[src/rtl/useq_pkg.sv]
package useq_pkg;

   // Condition selector encodings; codes above COND_EQ are reserved (false)
   typedef enum logic [2:0] {
      COND_ALWAYS = 3'b000,
      COND_ZERO   = 3'b001,
      COND_OVC    = 3'b010,
      COND_EQ     = 3'b011
   } cond_code_e;

   // Number of status flags that condition codes 1..N map onto
   localparam int unsigned NUM_STATUS_FLAGS = 3;

   // Default geometry of the sequencer
   localparam int unsigned DEF_ADDR_W = 9;
   localparam int unsigned DEF_OVR_W  = 4;
   localparam int unsigned DEF_OP_W   = 8;
   localparam int unsigned DEF_COND_W = 3;

endpackage

[src/rtl/useq_target.sv]
// Builds the branch target: opcode dispatch on a zero field, then the
// optional low-bit override gated by the repeat-counter-zero indication.
module useq_target #(
   parameter int unsigned ADDR_W = 9,
   parameter int unsigned OVR_W  = 4,
   parameter int unsigned OP_W   = 8
) (
   input  logic [ADDR_W-1:0] field_i,
   input  logic [OVR_W-1:0]  ovr_i,
   input  logic [OP_W-1:0]   opcode_i,
   input  logic              rpt_zero_i,
   output logic [ADDR_W-1:0] target_o
);
   localparam int unsigned PAD_W = ADDR_W - OP_W;

   logic [ADDR_W-1:0] dispatch_addr;
   logic [ADDR_W-1:0] base_addr;
   logic              field_is_zero;
   logic              ovr_active;

   generate
      if (OVR_W >= ADDR_W) begin : g_bad_ovr
         $error("useq_target: OVR_W must be narrower than ADDR_W");
      end
      if (OP_W > ADDR_W) begin : g_bad_op
         $error("useq_target: OP_W must not exceed ADDR_W");
      end
      if (PAD_W == 0) begin : g_dispatch_full
         assign dispatch_addr = opcode_i;
      end else begin : g_dispatch_pad
         assign dispatch_addr = {{PAD_W{1'b0}}, opcode_i};
      end
   endgenerate

   assign field_is_zero = (field_i == '0);
   assign base_addr     = field_is_zero ? dispatch_addr : field_i;
   assign ovr_active    = rpt_zero_i && (ovr_i != '0);

   // Upper bits always pass through; low bits take the override when active
   generate
      for (genvar b = 0; b < ADDR_W; b++) begin : g_bit
         if (b < OVR_W) begin : g_low
            assign target_o[b] = ovr_active ? ovr_i[b] : base_addr[b];
         end else begin : g_high
            assign target_o[b] = base_addr[b];
         end
      end
   endgenerate

endmodule

[src/rtl/useq_cond.sv]
// Evaluates the selected branch condition and applies the invert bit.
module useq_cond #(
   parameter int unsigned COND_W    = 3,
   parameter int unsigned NUM_FLAGS = 3
) (
   input  logic [COND_W-1:0]    sel_i,
   input  logic                 inv_i,
   input  logic [NUM_FLAGS-1:0] flags_i,
   output logic                 taken_o
);
   localparam int unsigned NUM_CODES = 1 << COND_W;

   logic [NUM_CODES-1:0] code_true;

   generate
      if (NUM_FLAGS + 1 > NUM_CODES) begin : g_bad_cfg
         $error("useq_cond: too many flags for COND_W");
      end
      for (genvar k = 0; k < NUM_CODES; k++) begin : g_code
         if (k == 0) begin : g_always
            assign code_true[k] = 1'b1;
         end else if (k <= NUM_FLAGS) begin : g_flag
            assign code_true[k] = flags_i[k-1];
         end else begin : g_reserved
            assign code_true[k] = 1'b0;
         end
      end
   endgenerate

   assign taken_o = code_true[sel_i] ^ inv_i;

endmodule

[src/rtl/useq_upc_reg.sv]
// Microprogram counter register with sequential successor.
module useq_upc_reg #(
   parameter int unsigned ADDR_W = 9
) (
   input  logic              clk,
   input  logic              rst_n,
   input  logic              taken_i,
   input  logic [ADDR_W-1:0] target_i,
   output logic [ADDR_W-1:0] upc_o
);
   logic [ADDR_W-1:0] succ_addr;
   logic [ADDR_W-1:0] next_addr;

   assign succ_addr = upc_o + ADDR_W'(1);

   always_comb begin
      if (taken_i) begin
         next_addr = target_i;
      end else begin
         next_addr = succ_addr;
      end
   end

   always_ff @(posedge clk) begin
      if (!rst_n) begin
         upc_o <= '0;
      end else begin
         upc_o <= next_addr;
      end
   end

endmodule

[src/rtl/useq_next_addr.sv]
module useq_next_addr #(
   parameter int unsigned ADDR_W = useq_pkg::DEF_ADDR_W,
   parameter int unsigned OVR_W  = useq_pkg::DEF_OVR_W,
   parameter int unsigned OP_W   = useq_pkg::DEF_OP_W,
   parameter int unsigned COND_W = useq_pkg::DEF_COND_W
) (
   input  logic              clk,
   input  logic              rst_n,
   input  logic [ADDR_W-1:0] nxt_field,
   input  logic [OVR_W-1:0]  low_ovr,
   input  logic [COND_W-1:0] cond_sel,
   input  logic              cond_inv,
   input  logic [OP_W-1:0]   opcode,
   input  logic              flag_zero,
   input  logic              flag_ovc,
   input  logic              flag_equal,
   input  logic              rpt_zero,
   output logic [ADDR_W-1:0] upc
);
   localparam int unsigned NFLAG = useq_pkg::NUM_STATUS_FLAGS;

   logic [ADDR_W-1:0] target;
   logic [NFLAG-1:0]  flags;
   logic              taken;

   // Flag order follows the condition code numbering (code 1 -> bit 0)
   assign flags = {flag_equal, flag_ovc, flag_zero};

   useq_target #(
      .ADDR_W (ADDR_W),
      .OVR_W  (OVR_W),
      .OP_W   (OP_W)
   ) u_target (
      .field_i    (nxt_field),
      .ovr_i      (low_ovr),
      .opcode_i   (opcode),
      .rpt_zero_i (rpt_zero),
      .target_o   (target)
   );

   useq_cond #(
      .COND_W    (COND_W),
      .NUM_FLAGS (NFLAG)
   ) u_cond (
      .sel_i   (cond_sel),
      .inv_i   (cond_inv),
      .flags_i (flags),
      .taken_o (taken)
   );

   useq_upc_reg #(
      .ADDR_W (ADDR_W)
   ) u_upc (
      .clk      (clk),
      .rst_n    (rst_n),
      .taken_i  (taken),
      .target_i (target),
      .upc_o    (upc)
   );

endmodule

[config.mk]
export PLATFORM = sky130hd
export DESIGN_NAME = useq_next_addr
export DESIGN_NICKNAME = d
export VERILOG_FILES = /design/src/rtl/useq_pkg.sv /design/src/rtl/useq_target.sv /design/src/rtl/useq_cond.sv /design/src/rtl/useq_upc_reg.sv /design/src/rtl/useq_next_addr.sv
export SDC_FILE = /design/constraint.sdc
export NUM_CORES = 1
export LEC_CHECK = 0
export BUFFER_PORTS_ARGS = -buffer_cell sky130_fd_sc_hd__clkbuf_2
export CAP_MARGIN = 40
export CORE_UTILIZATION = 30
export DETAILED_ROUTE_END_ITERATION = 8
export PLACE_DENSITY_LB_ADDON = 0.3
export REMOVE_ABC_BUFFERS = 1
export SLEW_MARGIN = 30
export SYNTH_ARGS = -nofsm -noshare
export SYNTH_HDL_FRONTEND = slang
export SYNTH_SLANG_ARGS = --single-unit
[constraint.sdc]
create_clock -name clk -period 2 [get_ports clk]
set_input_delay 0.4 -clock clk [delete_from_list [all_inputs] [get_ports clk]]
set_output_delay 0.4 -clock clk [all_outputs]
set_load 0.03 [all_outputs]
* After elaboration in Yosys (flattened, before gate mapping)
Cells that the tools add are included.
** Cells by class
- $lt $le $gt $ge :: 1
- Equal/unequal tests :: 0
- Multiply operators :: 0
- Reduce and logical (&&, ||, !) cells :: 3
- Bitwise logic cells :: 1
- Add/subtract/negate cells :: 1
- Muxes and demuxes :: 8
- Div/mod/pow operators :: 0
- Shift-type cells :: 0
** Operators by type and width (number)
- 9-bit 2-to-1 mux :: 2
- 9-bit by 1-bit adder with 9-bit output (second input constant) :: 1
- 9-bit logical NOT :: 1
- 1-bit 2-to-1 mux :: 5
- 3-bit by 4-bit < comparator with 1-bit output (second input constant) :: 1
- 4-bit nonzero test :: 1
- 1-bit binary-select mux with 3-bit select :: 1
- 1-bit logical AND :: 1
- 1-bit bitwise XOR :: 1
** Word-level totals
- Register bits after elaboration :: 9
- Input bits :: 31
- Bits in latches :: 0
- Memories kept :: 0
- Output and inout port bits :: 9
- Memory bits (read-only) :: 0
- Memory bits (writable) :: 0
- Word-level logic and storage cells :: 15

* Depth between registers and ports, before layout
Gate-level depths: netlist of the first run.
- Depth in word-level cells :: 4
- Mapped depth :: 6
- Mapped depth without buffers :: 5

* Hierarchy
Synthesis of the first run repeated with hierarchy kept, for this count alone.
** Second synthesis, totals
- Cell total of the unflattened synthesis :: 82
- Area total of the unflattened synthesis :: 669.4 um^2
** By module, submodules not included
- useq_upc_reg :: sequential area each 180.2 um^2, times used 1, area an instance 436.7 um^2, cells each 50
- useq_target :: sequential area each 0.0 um^2, times used 1, area an instance 188.9 um^2, cells each 28
- useq_cond :: sequential area each 0.0 um^2, times used 1, area an instance 43.8 um^2, cells each 4

* Least setup slack after synthesis of the first run
OpenSTA, ideal clock, no wires.
- Path type :: input to register
- Start :: input port cond_sel[0]
- End :: register u_upc.upc_o[8]
- Data required time :: 1.884 ns
- Path buffers :: 2
- Slack :: 0.229 ns
- Arrival :: 1.655 ns
- Stages :: 6
- Library setup time :: 0.116 ns
- Path through :: or4b_1 o311a_1 buf_6 and2_1 buf_6 o211a_1
** Between the ends
- Longest elaborated chain between the ends :: 4
** RTL lines
- start: declaration :: line useq_next_addr.sv:11 : input logic [COND_W-1:0] cond_sel,
- 1-bit binary-select mux with 3-bit select :: line useq_cond.sv:30 : assign taken_o = code_true[sel_i] ^ inv_i;
- 1-bit 2-to-1 mux (implied by the code) :: line useq_cond.sv:30
- 1-bit bitwise XOR :: line useq_cond.sv:30
- 9-bit 2-to-1 mux :: line useq_upc_reg.sv:17 : if (taken_i) begin
- end signal: assignment :: line useq_upc_reg.sv:28 : upc_o <= next_addr;
- end: declaration :: line useq_upc_reg.sv:9 : output logic [ADDR_W-1:0] upc_o
No other way between the ends. The select of a mux whose other input is x is not followed.
A chain may end at the register's enable or synchronous reset.

* Worst setup path after layout of the first run
- Start :: input port nxt_field[2]
- End :: register u_upc.upc_o[7]
** Between the ends
- Longest elaborated chain between the ends :: 3
** RTL lines
- start: declaration :: line useq_next_addr.sv:9 : input logic [ADDR_W-1:0] nxt_field,
- 9-bit logical NOT :: line useq_target.sv:35 : assign field_is_zero = (field_i == '0);
- 9-bit 2-to-1 mux :: line useq_target.sv:36 : assign base_addr = field_is_zero ? dispatch_addr : field_i;
- 9-bit 2-to-1 mux :: line useq_upc_reg.sv:17
No other way between the ends.

==> results of run 1 <==
==> path summary, 6_finish.rpt <==
path / start / end / slack [ns] / cells past startpoint
setup / recovery: nxt_field[2] / u_upc.upc_o[7] / 0.33 / 5
hold / removal: opcode[3] / u_upc.upc_o[3] / 0.42 / 3
setup reg to reg: u_upc.upc_o[0] / u_upc.upc_o[6] / 0.58 / 5
hold reg to reg: u_upc.upc_o[8] / u_upc.upc_o[8] / 0.61 / 2
==> routing by layer <==
layer  track usage  part of all wire  wire length (um)  up-vias
li1              -                 -                 -      384
met1         0.159              0.43               760      342
met2         0.262              0.49               864       32
met3        0.0185             0.059               103        2
met4        0.0857             0.011                20        0
met5             0                 0                 0        -
==> power groups by stage <==
stage	registers (mW)	logic, mW	clock network, mW
detailed placement	0.227	0.209	0
global placement	0.226	0.205	0
global route	0.227	0.226	0.148
finish	0.224	0.208	0.130
floorplan	0.265	0.0849	0
CTS	0.223	0.210	0.136
==> critical path, cell delays in order <==
cell and delay, ns:
clkbuf_2 0.09, or4_4 0.53, nor4_4 0.42, a21oi_1 0.15, a211oi_1 0.24
==> final cells by class <==
type | count | area (sq um)
clock buffers | 4 | 26.3
fillers | 230 | 1240
inverters | 3 | 11.3
multi-input cells | 60 | 477
flip-flops and latches | 9 | 180
well taps | 28 | 35.0
repair buffers | 42 | 218
==> cells in the mapped netlist (all sizes together) <==
cell	count
or4	1
o311a	1
nand2	2
o41ai	1
xor2	1
inv	3
and2	1
dfxtp	9
xnor2	2
o22ai	2
a32oi	1
a211oi	6
a311oi	2
or4b	1
nand4	1
nand2b	3
nand3	5
ha	1
a31o	2
nor4	1
a22oi	2
nor2	1
and3	2
mux2i	2
or3	1
and3b	1
mux2	3
a21oi	6
nand3b	1
o211a	1
o21a	2
buf	2
a31oi	2
nor3	2
==> metrics by stage <==
step	setup slack (ns)	cell area [sq um]	hold slack, ns	instances
finish	0.326	947	0.416	146
global route	0.222	947	0.419	146
CTS	0.315	947	0.413	146
detailed placement	0.0548	921	0.606	142
global placement	0.106	921	0.595	142
floorplan	0.280	668	0.533	72
==> kinds of logic (layout without fill, tap and decap cells) <==
family	Yosys count	count (layout)	share of synthesized area
compound gates	28	28	0.332
xor+xnor	3	3	0.0381
mux	5	5	0.0779
fa+ha+maj	1	1	0.0181
buf+inv	5	49	0.0489
flops	9	9	0.261
simple gates	23	23	0.225
==> run metrics, run 1 <==
DRC=0; CTS clk-pin slew, worst paths=0.06 ns; fin crit period=1.67 ns; Core Rows=17; RSZ-0062 raised after global routing=no; nets@finish=151; sequential area share after synthesis=0.261; Die Y=50.0 um; Gate power share=0.370; number of diodes=0; dominant cell type by area after synthesis=dfxtp_1; post-layout util=0.432; post-CTS sizing=0; CP endpoint kind=flip-flop; VDD IR max=245 uV; Yosys reg bits=9; CTS buffer count=3; CTS tree=done; IO buf count=39; ANT nets after route=0; Sw Share=0.346; Rel. slew slack=0.705; top-area cell type share of the netlist area=0.261; Clock power frac=0.232; vias in the first global route=708; Mapped Cells=74; Mapped Area=691 sq um; pin count of the biggest net entering global routing=10; maximum fanout along the worst path=8; placed wire-length estimate=1.50 mm; clk_lat worst skew=0.25 ns; vias=760; Fin. Hold Viols=0; P_int=367 uW; Max Fclk=0.597 GHz; post-CTS setup repair buffer count=0; vias per inst=5.21; total grt overflow=0; layout cells sized above 1=0.458; area grow syn2layout=37.1%; drt initial violations=4; clock root buffer=clkbuf_4; initial antenna violation count=0; initial cell density of the core=0.315; Seq pwr share=0.399; Slew @ Worst Pin=0.439 ns; Finish-stage setup viols=0; final RePlAce weighted congestion=0.691; Leakage=0.444 nW; total negative slack=0 ns; core box area=2190 sq um; Final Max Slew Viols=0; Clock Path Buffers=2; Arrival @ worst endpoint=1.84 ns; commonest cells after routing, fill and taps aside=clkbuf_2, dfxtp_1, a21oi_1, a211oi_1, nand3_1; wire per inst=12.0 um; commonest non-fill, non-tap cell in the layout=clkbuf_2; Clock Sinks=9; Total GRT Usage=0.145; HP Class=input port to flip-flop; Tcrit/Tclk final=0.837; top cells by area, synth=dfxtp_1, a211oi_1, mux2_2; H-Tree Level Count=1; Final Skew=0.000441 ns; # IOs=40; register with the most flip-flops=u_upc.upc_o; Synth Warn #=0; Power per Cell Area=593 nW/um^2; max reg flops=9; crit path launch type=input port; CTS Hold Bufs=0; Sw Pwr=195 uW; Avg Synthesized Cell Area=9.33 sq um; Die Area=2500 sq um; max cap viols=0; WL final=1.75 mm; required time of the worst setup path=2.16 ns; drt first pass iters=4; first-pass GRT wire length=2.79 mm; outcome=complete, no violations; Crit Path Class=input port to flip-flop; biggest regs=u_upc.upc_o x9; Synth cell types=34; Pwr Total=562 uW; die width=50.0 um
Power figures use the tool's default switching activity.
==> run 2, diff against run 1 <==
Clock period 2 ns to 1.4 ns, I/O delays scaled along.
==> run 2 against run 1 <==
  * Sequential share of layout area fell by 2.9 points
  * Combinational power rose by 75%
  * Die area did not move
  * Critical path depth rose by 1
  * Non-clock buffer count rose by 12
  * Hold slack got worse by 0.14 ns
  * Design area rose by 18%
  * Clock power rose by 50%
  * First-iteration DRC count rose by 50%
  * Worst setup slack got worse by 0.29 ns
  * Utilization rose by 7.8 points
  * Highest routed layer unchanged
==> run metrics, run 2 (synthesized netlist as in run 1, its figures left out) <==
HP Class=input port to flip-flop (unchanged); DRC=0 (unchanged); crit path launch type=input port (unchanged); core box area=2190 sq um (unchanged); nets@finish=163 (was 151); vias in the first global route=769 (was 708); drt first pass iters=3 (was 4); max cap viols=0 (unchanged); placed cells=153 (was 142); first-pass GRT wire length=3.11 mm (was 2.79 mm); pre-CTS WS=-0.350 ns (was 0.0548 ns); placed wire-length estimate=1.57 mm (was 1.50 mm); Total GRT Usage=0.163 (was 0.145); CTS buffer count=3 (unchanged); Pwr Total=874 uW (was 562 uW); CTS Hold Bufs=0 (unchanged); Seq pwr share=0.361 (was 0.399); initial cell density of the core=0.315 (unchanged); Sw Share=0.348 (was 0.346); Sw Pwr=304 uW (was 195 uW); IO buf count=39 (unchanged); Finish-stage setup viols=0 (unchanged); H-Tree Level Count=1 (unchanged); Clock Sinks=9 (unchanged); Arrival @ worst endpoint=1.54 ns (was 1.84 ns); setup ws final=0.0373 ns (was 0.326 ns); commonest non-fill, non-tap cell in the layout=clkbuf_2 (unchanged); RSZ-0062 raised after global routing=yes (was no); clk_lat worst skew=0.26 ns (was 0.25 ns); Rel. slew slack=0.783 (was 0.705); CP endpoint kind=flip-flop (unchanged); initial antenna violation count=0 (unchanged); area grow syn2layout=62.0% (was 37.1%); layout cells sized above 1=0.608 (was 0.458); # IOs=40 (unchanged); ANT nets after route=0 (unchanged); outcome=complete, no violations (unchanged); vias=814 (was 760); Gate power share=0.417 (was 0.370); Crit Path Class=input port to flip-flop (unchanged); WL final=1.96 mm (was 1.75 mm); Leakage=0.518 nW (was 0.444 nW); Slew @ Worst Pin=0.324 ns (was 0.439 ns); commonest cells after routing, fill and taps aside=clkbuf_2, buf_4, dfxtp_1 (was clkbuf_2, dfxtp_1, a21oi_1, a211oi_1, nand3_1); maximum fanout along the worst path=8 (unchanged); Die Y=50.0 um (unchanged); max reg flops=9 (unchanged); vias per inst=5.15 (was 5.21); number of diodes=0 (unchanged); WHS=0.274 ns (was 0.416 ns); pin count of the biggest net entering global routing=10 (unchanged); CTS clk-pin slew, worst paths=0.06 ns (about the same); Clock power frac=0.223 (was 0.232); Fin. Hold Viols=0 (unchanged); fin crit period=1.36 ns; Clock Path Buffers=2 (unchanged); Final Skew=0.00473 ns (was 0.000441 ns); CTS tree=done (unchanged); die width=50.0 um (unchanged); critical-path cell list=buf_6 > or4_4 > nor4_4 > buf_6 > a21oi_1 > a211oi_1 (was clkbuf_2 > or4_4 > nor4_4 > a21oi_1 > a211oi_1); Final Max Slew Viols=0 (unchanged); Max Fclk=0.734 GHz; Core Rows=17 (unchanged); register with the most flip-flops=u_upc.upc_o (unchanged); Layout Cells excl Fill=158 (was 146); total grt overflow=0 (unchanged); required time of the worst setup path=1.58 ns (was 2.16 ns); VDD IR max=415 uV (was 245 uV); Die Area=2500 sq um (unchanged); biggest regs=u_upc.upc_o x9 (unchanged); Slowest-stage cell, CP=or4_4 (unchanged); clock root buffer=clkbuf_4 (unchanged); final RePlAce weighted congestion=0.737 (was 0.691); wire per inst=12.4 um (was 12.0 um); Power per Cell Area=782 nW/um^2 (was 593 nW/um^2); CP most frequent cell=buf_6; P_int=570 uW (was 367 uW); Tcrit/Tclk final=0.973; drt initial violations=6 (was 4); CP max stage delay=0.53 ns (about the same)
==> run 2: cell types whose count changed in the layout (fill, tap and decap cells not counted), sizes merged <==
| cell | previous run | this run |
|---|---|---|
| buf | 3 | 16 |
| clkbuf | 43 | 42 |
==> run 2: final cells by class <==
| class | count | area [sq um] |
|---|---|---|
| multi-input combinational | 60 | 548 |
| sequential | 9 | 180 |
| clock buffer | 4 | 26.3 |
| timing repair buffer | 54 | 318 |
| tap | 28 | 35.0 |
| inverter | 3 | 11.3 |
| fill | 213 | 1070 |
==> run 2: per-layer routing <==
| metal | track usage | share of wire |
|---|---|---|
| met5 | 0 | 0 |
| met3 | 0.0216 | 0.058 |
| met4 | 0.100 | 0.020 |
| met1 | 0.180 | 0.40 |
| met2 | 0.289 | 0.52 |
==> run 2: final timing paths <==
| check | endpoint | startpoint | slack [ns] | cells after the start |
|---|---|---|---|---|
| setup reg to reg | u_upc.upc_o[7] | u_upc.upc_o[1] | 0.08 | 5 |
| hold / removal | u_upc.upc_o[2] | opcode[2] | 0.27 | 3 |
| setup / recovery | u_upc.upc_o[7] | nxt_field[7] | 0.04 | 6 |
| hold reg to reg | u_upc.upc_o[8] | u_upc.upc_o[8] | 0.62 | 2 |
==> run 2: metrics by stage <==
stage	util	TNS [ns]	cell area (sq um)
2_1_floorplan	-	-1.52	668
3_3_place_gp	0.458	-2.50	1000
3_5_place_dp	0.458	-2.74	1000
4_1_cts	0.478	-0.0134	1050
5_1_grt	0.511	-0.0345	1120
6_report	0.511	0	1120
==> run 2: repair_timing <==
action / CTS / global route
pin swaps: 4 / 6
endpoints found under the hold margin: 0 / 0
setup buffers: 0 / 1
setup endpoints to repair: 7 / 7
gates resized for setup: 5 / 13
gates cloned: 0 / 0
==> run 2: power groups by stage <==
stage	clock network, mW	logic (mW)	registers, mW
after floorplan	0	0.121	0.379
after global placement	0	0.326	0.318
after detailed placement	0	0.330	0.320
after CTS	0.196	0.342	0.314
after global routing	0.212	0.397	0.320
final	0.195	0.364	0.315
==> run 2: critical path, delay by kind of cell <==
family	cells	cell delay, ns
and+or+nand+nor	2	0.69
AOI/OAI and AO/OA	2	0.30
buffers and inverters	2	0.26
==> run 3, diff against run 2 <==
Settings changed: CORE_UTILIZATION 30 to 35.
==> run 3 against run 2 <==
  * Global-route usage is 2.1 points higher
  * Hold slack improved by 0.0065 ns
  * Critical path depth unchanged
  * Count of clock-buffer cells in the layout is the same
  * Non-clock buffer count shrank 1
  * First-iteration DRC count did not move
  * Via count fell by 1.1%
  * Final cell count down 2.5%
  * Largest cell class unchanged
==> run metrics, run 3 (synthesized netlist as in run 1, its figures left out) <==
Layout fillers=157 (was 213); nets@finish=162 (was 163); Layout Cells excl Fill=154 (was 158); drt initial violations=6 (unchanged); Slew @ Worst Pin=0.329 ns (was 0.324 ns); drt first pass iters=3 (unchanged); Tcrit/Tclk final=0.990 (was 0.973); total grt overflow=0 (unchanged); vias in the first global route=718 (was 769); clock root buffer=clkbuf_4 (unchanged); CTS clk-pin slew, worst paths=0.05 ns (was 0.06 ns); initial cell density of the core=0.387 (was 0.315); post-layout util=0.633 (was 0.511); max reg flops=9 (unchanged); register with the most flip-flops=u_upc.upc_o (unchanged); Clock power frac=0.222 (was 0.223); ANT nets after route=0 (unchanged); Rel. slew slack=0.780 (was 0.783); Power per Cell Area=787 nW/um^2 (was 782 nW/um^2); final RePlAce weighted congestion=0.732 (was 0.737); CTS tree=done (unchanged); CTS buffer count=3 (unchanged); Finish-stage setup viols=0 (unchanged); outcome=complete, no violations (unchanged); HP Class=input port to flip-flop (unchanged); Clock Path Buffers=2 (unchanged); vias per inst=5.23 (was 5.15); P_int=574 uW (was 570 uW); placed wire-length estimate=1.49 mm (was 1.57 mm); maximum fanout along the worst path=3 (was 8); fin crit period=1.39 ns (was 1.36 ns); CTS Hold Bufs=0 (unchanged); Crit Path Class=input port to flip-flop (unchanged); initial antenna violation count=0 (unchanged); CP endpoint kind=flip-flop (unchanged); placed cells=149 (was 153); area grow syn2layout=63.4% (was 62.0%); Max Fclk=0.721 GHz (was 0.734 GHz); Clock Sinks=9 (unchanged); core box area=1780 sq um (was 2190 sq um); IO buf count=39 (unchanged); required time of the worst setup path=1.54 ns (was 1.58 ns); die width=46.4 um (was 50.0 um); crit path launch type=input port (unchanged); Final Skew=0.00284 ns (was 0.00473 ns); first-pass GRT wire length=2.77 mm (was 3.11 mm); Leakage=0.521 nW (was 0.518 nW); # IOs=40 (unchanged); Core Rows=15 (was 17); Die Y=46.4 um (was 50.0 um); commonest cells after routing, fill and taps aside=clkbuf_2, buf_4, dfxtp_1 (unchanged); RSZ-0062 raised after global routing=yes (unchanged); Sw Share=0.354 (was 0.348); Total GRT Usage=0.184 (was 0.163); Arrival @ worst endpoint=1.52 ns (was 1.54 ns); WL final=1.90 mm (was 1.96 mm); max cap viols=0 (unchanged); total negative slack=0 ns (unchanged); Final Max Slew Viols=0 (unchanged); commonest non-fill, non-tap cell in the layout=clkbuf_2 (unchanged); wire per inst=12.3 um (was 12.4 um); Sw Pwr=314 uW (was 304 uW); Fin. Hold Viols=0 (unchanged); pin count of the biggest net entering global routing=9 (was 10); H-Tree Level Count=1 (unchanged); biggest regs=u_upc.upc_o x9 (unchanged); VDD IR max=536 uV (was 415 uV); clk_lat worst skew=0.26 ns (about the same); DRC=0 (unchanged); Gate power share=0.421 (was 0.417); layout cells sized above 1=0.605 (was 0.608); Seq pwr share=0.357 (was 0.361); number of diodes=0 (unchanged); Die Area=2150 sq um (was 2500 sq um); vias=805 (was 814)
## run 3: power groups by stage
stage	clock, mW	combinational (mW)	sequential (mW)
after floorplan	0	0.121	0.379
after global placement	0	0.327	0.318
after detailed placement	0	0.332	0.320
after CTS	0.201	0.339	0.314
after global routing	0.217	0.402	0.320
final	0.198	0.374	0.317
## run 3: cell type report
class,count,area [sq um],share of cell area
Tap cell,25,31.3,0.0277
Inverter,3,11.3,0.00998
Timing Repair Buffer,53,318,0.282
Clock buffer,4,26.3,0.0233
Multi-Input combinational cell,60,562,0.498
Sequential cell,9,180,0.160
## run 3: critical path: stages
cell	delay [ns]
clkbuf_2	0.11
mux2_4	0.32
o311a_4	0.38
buf_4	0.15
a21oi_1	0.21
a311oi_2	0.07
## run 3: repair_timing
item | CTS | global route
pin swaps | 2 | 3
buffers inserted | 1 | 0
gates resized for setup | 3 | 18
endpoints found under the setup margin | 7 | 9
hold endpoints to repair | 0 | 0
## run 3: final timing paths
kind / start / endpoint / slack [ns] / cells after the start
max: cond_sel[1] / u_upc.upc_o[2] / 0.01 / 6
min: opcode[3] / u_upc.upc_o[3] / 0.28 / 3
max reg2reg: u_upc.upc_o[0] / u_upc.upc_o[6] / 0.07 / 5
min reg2reg: u_upc.upc_o[8] / u_upc.upc_o[8] / 0.61 / 2
## run 3: per-stage QoR
stage	power (mW)	instance area, sq um	hold WS [ns]	setup slack, ns
after floorplan	0.500	668	0.413	-0.200
after global placement	0.645	992	0.552	-0.309
after detailed placement	0.652	992	0.556	-0.364
after CTS	0.854	1040	0.280	-0.0236
after global routing	0.939	1130	0.281	-0.0182
final	0.888	1130	0.280	0.0138
## run 3: layer usage
| layer | part of all wire | vias to the layer above | global-route usage | routed length, um |
|---|---|---|---|---|
| li1 | - | 412 | - | - |
| met1 | 0.41 | 353 | 0.192 | 778 |
| met2 | 0.52 | 34 | 0.350 | 990 |
| met3 | 0.043 | 6 | 0 | 82 |
| met4 | 0.026 | 0 | 0.124 | 50 |
| met5 | 0 | - | 0 | 0 |
